## src/rtl/cmaint_pkg.sv

```systemverilog
package cmaint_pkg;

    typedef enum logic [2:0] {
        ST_IDLE   = 3'd0,
        ST_SCAN   = 3'd1,
        ST_WBWAIT = 3'd2,
        ST_INVAL  = 3'd3,
        ST_SPC    = 3'd4
    } st_e;

    typedef enum logic {
        OP_DISCARD = 1'b0,
        OP_FLUSH   = 1'b1
    } op_e;

    typedef enum logic [1:0] {
        SPC_NONE   = 2'b00,
        SPC_WBDONE = 2'b01,
        SPC_FLUSH  = 2'b10
    } spc_e;

    // Control strobes from the sequencer to the datapath pieces
    typedef struct packed {
        logic scan_clr;
        logic scan_adv;
        logic clr_dirty;
        logic inval_all;
        logic spc_start;
        logic spc_two;
    } ctl_s;

    function automatic spc_e first_code(input logic two);
        return two ? SPC_WBDONE : SPC_FLUSH;
    endfunction

endpackage

```

## src/rtl/cmaint_scan.sv

```systemverilog
module cmaint_scan #(
    parameter int LINES = 512,
    parameter int IDXW  = 9
) (
    input  logic            clk,
    input  logic            rst,
    input  logic            clr,
    input  logic            adv,
    output logic [IDXW-1:0] idx,
    output logic            last
);
    localparam logic [IDXW-1:0] LAST_IDX = IDXW'(LINES - 1);

    always_ff @(posedge clk) begin
        if (rst || clr) begin
            idx <= '0;
        end else if (adv) begin
            idx <= idx + 1'b1;
        end
    end

    assign last = (idx == LAST_IDX);
endmodule

```

## src/rtl/cmaint_spc.sv

```systemverilog
module cmaint_spc
    import cmaint_pkg::*;
(
    input  logic       clk,
    input  logic       rst,
    input  logic       start,
    input  logic       two,
    input  logic       ack,
    output logic       req,
    output logic [1:0] code,
    output logic       done
);
    logic active;
    logic pend2;
    spc_e code_q;

    always_ff @(posedge clk) begin
        if (rst) begin
            active <= 1'b0;
            pend2  <= 1'b0;
            code_q <= SPC_NONE;
        end else if (start) begin
            active <= 1'b1;
            pend2  <= two;
            code_q <= first_code(two);
        end else if (active && ack) begin
            if (pend2) begin
                pend2  <= 1'b0;
                code_q <= SPC_FLUSH;
            end else begin
                active <= 1'b0;
                code_q <= SPC_NONE;
            end
        end
    end

    assign req  = active;
    assign code = code_q;
    assign done = active && ack && !pend2;
endmodule

```

## src/rtl/cmaint_ctrl.sv

```systemverilog
module cmaint_ctrl
    import cmaint_pkg::*;
(
    input  logic clk,
    input  logic rst,
    input  logic cmd_valid,
    input  logic cmd_op,
    input  logic line_valid,
    input  logic line_dirty,
    input  logic last,
    input  logic wb_ack,
    input  logic spc_done,
    output ctl_s ctl,
    output logic wb_req,
    output logic busy
);
    st_e st, st_nxt;
    op_e op_q;

    always_ff @(posedge clk) begin
        if (rst) begin
            st   <= ST_IDLE;
            op_q <= OP_DISCARD;
        end else begin
            st <= st_nxt;
            if (st == ST_IDLE && cmd_valid) begin
                op_q <= op_e'(cmd_op);
            end
        end
    end

    always_comb begin
        ctl    = '0;
        st_nxt = st;
        unique case (st)
            ST_IDLE: begin
                if (cmd_valid) begin
                    ctl.scan_clr = 1'b1;
                    st_nxt = (op_e'(cmd_op) == OP_FLUSH) ? ST_SCAN : ST_INVAL;
                end
            end
            ST_SCAN: begin
                if (line_valid && line_dirty) begin
                    st_nxt = ST_WBWAIT;
                end else if (last) begin
                    st_nxt = ST_INVAL;
                end else begin
                    ctl.scan_adv = 1'b1;
                end
            end
            ST_WBWAIT: begin
                if (wb_ack) begin
                    ctl.clr_dirty = 1'b1;
                    if (last) begin
                        st_nxt = ST_INVAL;
                    end else begin
                        ctl.scan_adv = 1'b1;
                        st_nxt = ST_SCAN;
                    end
                end
            end
            ST_INVAL: begin
                ctl.inval_all = 1'b1;
                ctl.spc_start = 1'b1;
                ctl.spc_two   = (op_q == OP_FLUSH);
                st_nxt = ST_SPC;
            end
            ST_SPC: begin
                if (spc_done) begin
                    st_nxt = ST_IDLE;
                end
            end
            default: st_nxt = ST_IDLE;
        endcase
    end

    assign wb_req = (st == ST_WBWAIT);
    assign busy   = (st != ST_IDLE);
endmodule

```

## src/rtl/cmaint_seq.sv

```systemverilog
module cmaint_seq
    import cmaint_pkg::*;
#(
    parameter  int SETS  = 128,
    parameter  int WAYS  = 4,
    localparam int LINES = SETS * WAYS,
    localparam int IDXW  = (LINES > 1) ? $clog2(LINES) : 1
) (
    input  logic            clk,
    input  logic            rst,
    input  logic            cmd_valid,
    input  logic            cmd_op,
    output logic            busy,
    output logic [IDXW-1:0] arr_idx,
    input  logic            arr_valid,
    input  logic            arr_dirty,
    output logic            arr_clr_dirty,
    output logic            arr_inval_all,
    output logic            wb_req,
    output logic [IDXW-1:0] wb_idx,
    input  logic            wb_ack,
    output logic            spc_req,
    output logic [1:0]      spc_code,
    input  logic            spc_ack
);
    ctl_s            ctl;
    logic [IDXW-1:0] idx;
    logic            last;
    logic            spc_done;

    cmaint_ctrl u_ctrl (
        .clk        (clk),
        .rst        (rst),
        .cmd_valid  (cmd_valid),
        .cmd_op     (cmd_op),
        .line_valid (arr_valid),
        .line_dirty (arr_dirty),
        .last       (last),
        .wb_ack     (wb_ack),
        .spc_done   (spc_done),
        .ctl        (ctl),
        .wb_req     (wb_req),
        .busy       (busy)
    );

    cmaint_scan #(.LINES(LINES), .IDXW(IDXW)) u_scan (
        .clk  (clk),
        .rst  (rst),
        .clr  (ctl.scan_clr),
        .adv  (ctl.scan_adv),
        .idx  (idx),
        .last (last)
    );

    cmaint_spc u_spc (
        .clk   (clk),
        .rst   (rst),
        .start (ctl.spc_start),
        .two   (ctl.spc_two),
        .ack   (spc_ack),
        .req   (spc_req),
        .code  (spc_code),
        .done  (spc_done)
    );

    assign arr_idx       = idx;
    assign wb_idx        = idx;
    assign arr_clr_dirty = ctl.clr_dirty;
    assign arr_inval_all = ctl.inval_all;
endmodule

```

## config.mk

```make
export PLATFORM = sky130hd
export DESIGN_NAME = cmaint_seq
export DESIGN_NICKNAME = d
export VERILOG_FILES = /design/src/rtl/cmaint_pkg.sv /design/src/rtl/cmaint_scan.sv /design/src/rtl/cmaint_spc.sv /design/src/rtl/cmaint_ctrl.sv /design/src/rtl/cmaint_seq.sv
export SDC_FILE = /design/constraint.sdc
export NUM_CORES = 1
export LEC_CHECK = 0
export BUFFER_PORTS_ARGS = -buffer_cell sky130_fd_sc_hd__buf_2
export CAP_MARGIN = 10
export CORE_ASPECT_RATIO = 0.8
export CORE_MARGIN = 2
export CORE_UTILIZATION = 30
export DETAILED_ROUTE_END_ITERATION = 10
export PLACE_DENSITY_LB_ADDON = 0.1
export SLEW_MARGIN = 5
export SYNTH_ARGS = -nofsm -noshare
export SYNTH_HDL_FRONTEND = slang
export SYNTH_SLANG_ARGS = --single-unit
```

## constraint.sdc

```tcl
create_clock -name clk -period 2.2 [get_ports clk]
set_input_delay 0.11 -clock clk [delete_from_list [all_inputs] [get_ports clk]]
set_output_delay 0.11 -clock clk [all_outputs]
set_load 0.005 [all_outputs]
```

=== Word-level counts from Yosys, hierarchy flattened ===
Index checks and enable logic that the tools add are counted.

* Add/subtract/negate cells: 1
* Eq/ne operators: 10
* Multiplexer cells: 25
* Reduce and logical (&&, ||, !) cells: 11

{| class="wikitable"
|+ Operators by type and width
! operator !! count
|-
| two-way mux 3 bit || 6
|-
| case mux 3 bit (5 select lines) || 1
|-
| two-way mux 2 bit || 7
|-
| two-way mux 1 bit || 10
|-
| adder 9 x 1 -> 9 bit, second input constant || 1
|-
| == test 9 bit, second input constant || 1
|-
| == test 3 x 2 -> 1 bit, second input constant || 2
|-
| inequality test 2 bit, second input constant || 3
|-
| logical AND 1 bit || 4
|-
| AND reduction 4 bit || 1
|-
| == test 3 x 1 -> 1 bit, second input constant || 1
|-
| == test 3 bit, second input constant || 1
|-
| zero test 3 bit || 1
|-
| inequality test 3 x 2 -> 1 bit, second input constant || 1
|-
| nonzero test 3 bit || 1
|-
| inequality test 2 x 1 -> 1 bit, second input constant || 1
|-
| case mux 1 bit (2 select lines) || 1
|-
| AND reduction 2 bit || 1
|-
| nonzero test 2 bit || 1
|-
| zero test 1 bit || 1
|-
| logical OR 1 bit || 1
|}

* Flip-flop bits (word level): 17
* Bits of input ports: 8
* Output and inout bits: 25

=== Logic depth before layout (Yosys ltp) ===
* Depth after elaboration: 4
* Depth in mapped cells: 9
* Gate-level depth less buffers: 8

=== Cells and area by module ===
From an unflattened synthesis, not the netlist that was laid out.

* Cell total of the unflattened synthesis: 102
* Area, all modules: 900.9 um^2

{| class="wikitable"
|+ Modules (own cells, without submodules)
! module !! instances !! cells each !! area an instance (um^2)
|-
| cmaint_scan || 1 || 44 || 400.4
|-
| cmaint_ctrl || 1 || 34 || 294.0
|-
| cmaint_spc || 1 || 15 || 138.9
|-
| cmaint_seq || 1 || 9 || 67.6
|}

=== Worst setup path after synthesis ===
No wires, ideal clock.

* Path type: flip-flop to flip-flop
* From: register u_scan.idx[0]
* To: register u_scan.idx[7]
* Library setup time: 0.070 ns
* Arrival time: 1.842 ns
* Required time: 2.130 ns
* Path slack: 0.288 ns
* Cell stages (with the launch flop): 9
* Clock period less this slack: 1.912 ns
* Cells stage by stage: dfxtp_1 > ha_1 > nand3_1 > nor2_1 > ha_1 > nor2_1 > a32oi_2 > or4_1 > a21oi_1

* Cells in the longest elaborated chain, start to end: 4

{| class="wikitable"
|+ Ends and longest elaborated chain
! what !! RTL line !! RTL
|-
| start: declaration || cmaint_scan.sv:9 || <nowiki>output logic [IDXW-1:0] idx,</nowiki>
|-
| start signal: assignment || cmaint_scan.sv:18 || <nowiki>idx <= idx + 1'b1;</nowiki>
|-
| == test 9 bit || cmaint_scan.sv:22 || <nowiki>assign last = (idx == LAST_IDX);</nowiki>
|-
| two-way mux 1 bit || cmaint_ctrl.sv:45, cmaint_ctrl.sv:54 ||
|-
| two-way mux 2 bit / two-way mux 1 bit (equally long branches) || cmaint_ctrl.sv:52, cmaint_ctrl.sv:43 ||
|-
| case mux 1 bit (2 select lines) || cmaint_ctrl.sv:35 || <nowiki>unique case (st)</nowiki>
|}

Several ways; a longest one is shown, not always the timed one.
A chain may end at the register's enable or synchronous reset.

=== Final worst setup path ===
Ends and elaborated chain as after synthesis.

==> flow_summary.yaml <==
clocking:
  hold_buffers: 0
  h-tree-depth: 1
  cts_tree: "built"
  ctsRootBufferMaster: "clkbuf_8"
  clockBufferDepth: 2
  clock_latency_ns: 0.25
  path_clk_slew_ns: 0.06
  cts_buffers: 3
  cts_sinks: 16
floorplan:
  die_x_um: 65.10
  ios: 33
  initial_core_util_pct: 31.91
  core_um2: 2808
  fp-row-count: 17
  fp.dieH_um: 52.88
  die_area_um2: 3442
routing:
  dr.pass1.iters: 3
  drt_iter0_drc: 11
  antenna_left: 0
  drc: 0
  avgViaCountPerCell: 4.653
  wl_um: 1958
  vias: 819
  wl_per_cell_um: 11.13
cells_and_area:
  final_cell_area_um2: 1127
  fillers: 313
  syn_to_final_growth_pct: 25.84
  final_core_util_pct: 40.15
  layout.nets: 149
  antenna_cells: 0
  layout-drive-gt1-share_pct: 34.78
synth:
  yosys_warnings: 0
  yosysUniqueCellTypes: 29
  synth_edf_count: 0
  ys_seq_elements: 16
  async_flop_share_pct: 0
  syn_nets: 120
  ys_seq_area_share_pct: 35.75
  syn_area_um2: 895.9
  ys_top_cells_by_area: "dfxtp_1 36%, buf_4 9.2%, a21oi_1 5.6%"
  synth_top_cells_by_count: "16 x dfxtp_1, 13 x nor2_1, 11 x buf_4"
  netlist.area_leader.share_pct: 35.75
  syn_avg_cell_area_um2: 8.144
  syn-instance-count: 110
  synth_most_common_cell: "dfxtp_1"
  synth_flop_cell: "dfxtp_1"
  synth_top_area_cell: "dfxtp_1"
sta:
  fin_crit_ns: 1.971
  fin_crit_sh_pct: 89.60
  slew_viol_final: 0
  whs_ns: 0.1322
  max_freq_mhz: 507.3
  setup_tns_ns: 0
  rsz0062_at_grt: "false"
  hold_viol_final: 0
  finalSetupViolations: 0
  worst_clock_skew_ns: 0.0005533
  maxSlewHeadroom_pct: 62.31
  tightest_slew_ns: 0.5566
global_route:
  grt.total_usage_pct: 12.41
  overflow: 0
  grt_pass1_vias: 682
  grt_max_degree: 14
  grt_pass1_wl_um: 3139
  antenna_found_initial: 0
placed_design:
  dp_hpwl_um: 1529
  dpl_cell_area_um2: 1059
  gp_congestion: 0.6924
  io_buffers: 32
pwr:
  ir_worst_vdd_v: 0.0003973
  p_leak_nw: 0.5206
  p_per_area_nw_per_um2: 916.2
status:
  status: "finished clean"
worst_setup_path:
  crit_fanout: 13
  critPathCaptureType: "flop"
  critPathLaunchType: "flop"
  worst-r2r-setup-slack_ns: 0.23
  crit_required_ns: 2.38
  worstSetupPathType: "reg -> reg"
  arrival_ns: 2.15
flow_run:
  cap_violations: 0
worst_hold_path:
  hp-class: "in -> reg"
==> placed cells by master, fill, tap and decap left out, types with 2 or more instances in the layout <==
cell / count
a211oi_1: 2
a21oi_1: 10
and3_1: 2
buf_2: 32
buf_4: 8
clkbuf_8: 4
dfxtp_1: 16
ha_1: 2
inv_1: 4
mux2i_1: 5
nand2_1: 8
nand2b_1: 5
nand3_1: 3
nor2_1: 12
o21ai_0: 6
o31ai_1: 2
or3_1: 4
or4_1: 2
==> final cells by class <==
| cell class | count | area [µm²] | area share [%] |
|---|---|---|---|
| Clock buffer | 4 | 55.05 | 4.883 |
| Inverter | 4 | 15.01 | 1.332 |
| Multi-Input combinational cell | 74 | 469.2 | 41.62 |
| Sequential cell | 16 | 320.3 | 28.41 |
| Tap cell | 38 | 47.55 | 4.218 |
| Timing Repair Buffer | 40 | 220.2 | 19.53 |
==> state kept, by name, summed over array words and instances (netlist names) <==
signal and flops:
u_scan.idx 9, u_ctrl.op_q 1, u_spc.code 2, u_ctrl.st 3, u_spc.req 1
==> report_power, final <==
group | switching [W] | internal [W] | total [W]
clock | 0.0000983 | 0.000159 | 0.000257
combinational | 0.000199 | 0.000183 | 0.000382
sequential | 0.0000623 | 0.000332 | 0.000394
==> worst paths after layout <==
path | from | to | depth (start not counted)
setup reg to reg | u_scan.idx[0]$_SDFFE_PP0P_ | u_scan.idx[7]$_SDFFE_PP0P_ | 8
hold reg to reg | u_ctrl.op_q$_SDFFE_PP0P_ | u_spc.code[0]$_SDFFE_PP0P_ | 2
setup / recovery | u_scan.idx[0]$_SDFFE_PP0P_ | u_scan.idx[7]$_SDFFE_PP0P_ | 8
hold / removal | cmd_op | u_ctrl.op_q$_SDFFE_PP0P_ | 3
==> layer usage <==
layer	part of all wire [%]	track usage (%)	routed length [µm]
met4	0.87	4.167	17
met5	0	0	0
met1	53	17.51	1035
met3	5.7	5.106	111
met2	41	16.84	794
==> worst max-delay path, stage by stage, from the launching register on <==
cell,delay [ns]
dfxtp_1,0.31
ha_1,0.20
nand3_1,0.10
nor2_1,0.05
ha_1,0.19
nor2_2,0.15
a32oi_4,0.20
or4_1,0.54
a21oi_1,0.14
==> through the flow <==
stage,setup slack (ns),power [W],std cells
after global placement,0.1951,0.0007690,172
after global routing,0.05683,0.001124,176
after detailed placement,0.1550,0.0007706,172
after floorplan,0.2882,0.0006669,110
final,0.2287,0.001033,176
after CTS,0.1381,0.001032,176
==> timing repair <==
| action | in CTS | in global routing |
|---|---|---|
| resized for setup | 0 | 2 |
| setup endpoints to repair | 0 | 3 |
| buffers inserted | 0 | 0 |
==> logic make-up (layout without fill, tap and decap cells) <==
family | Yosys count | count (layout) | synth area share, %
muxes | 5 | 5 | 5.587
AOI/OAI and AO/OA | 25 | 25 | 18.02
and+or+nand+nor | 41 | 41 | 23.46
xor gates and xnor gates | 1 | 1 | 0.9778
DFF | 16 | 16 | 35.75
adders and majority gates | 2 | 2 | 2.793
buffers and inverters | 20 | 48 | 13.41
Power figures use the tool's default switching activity.
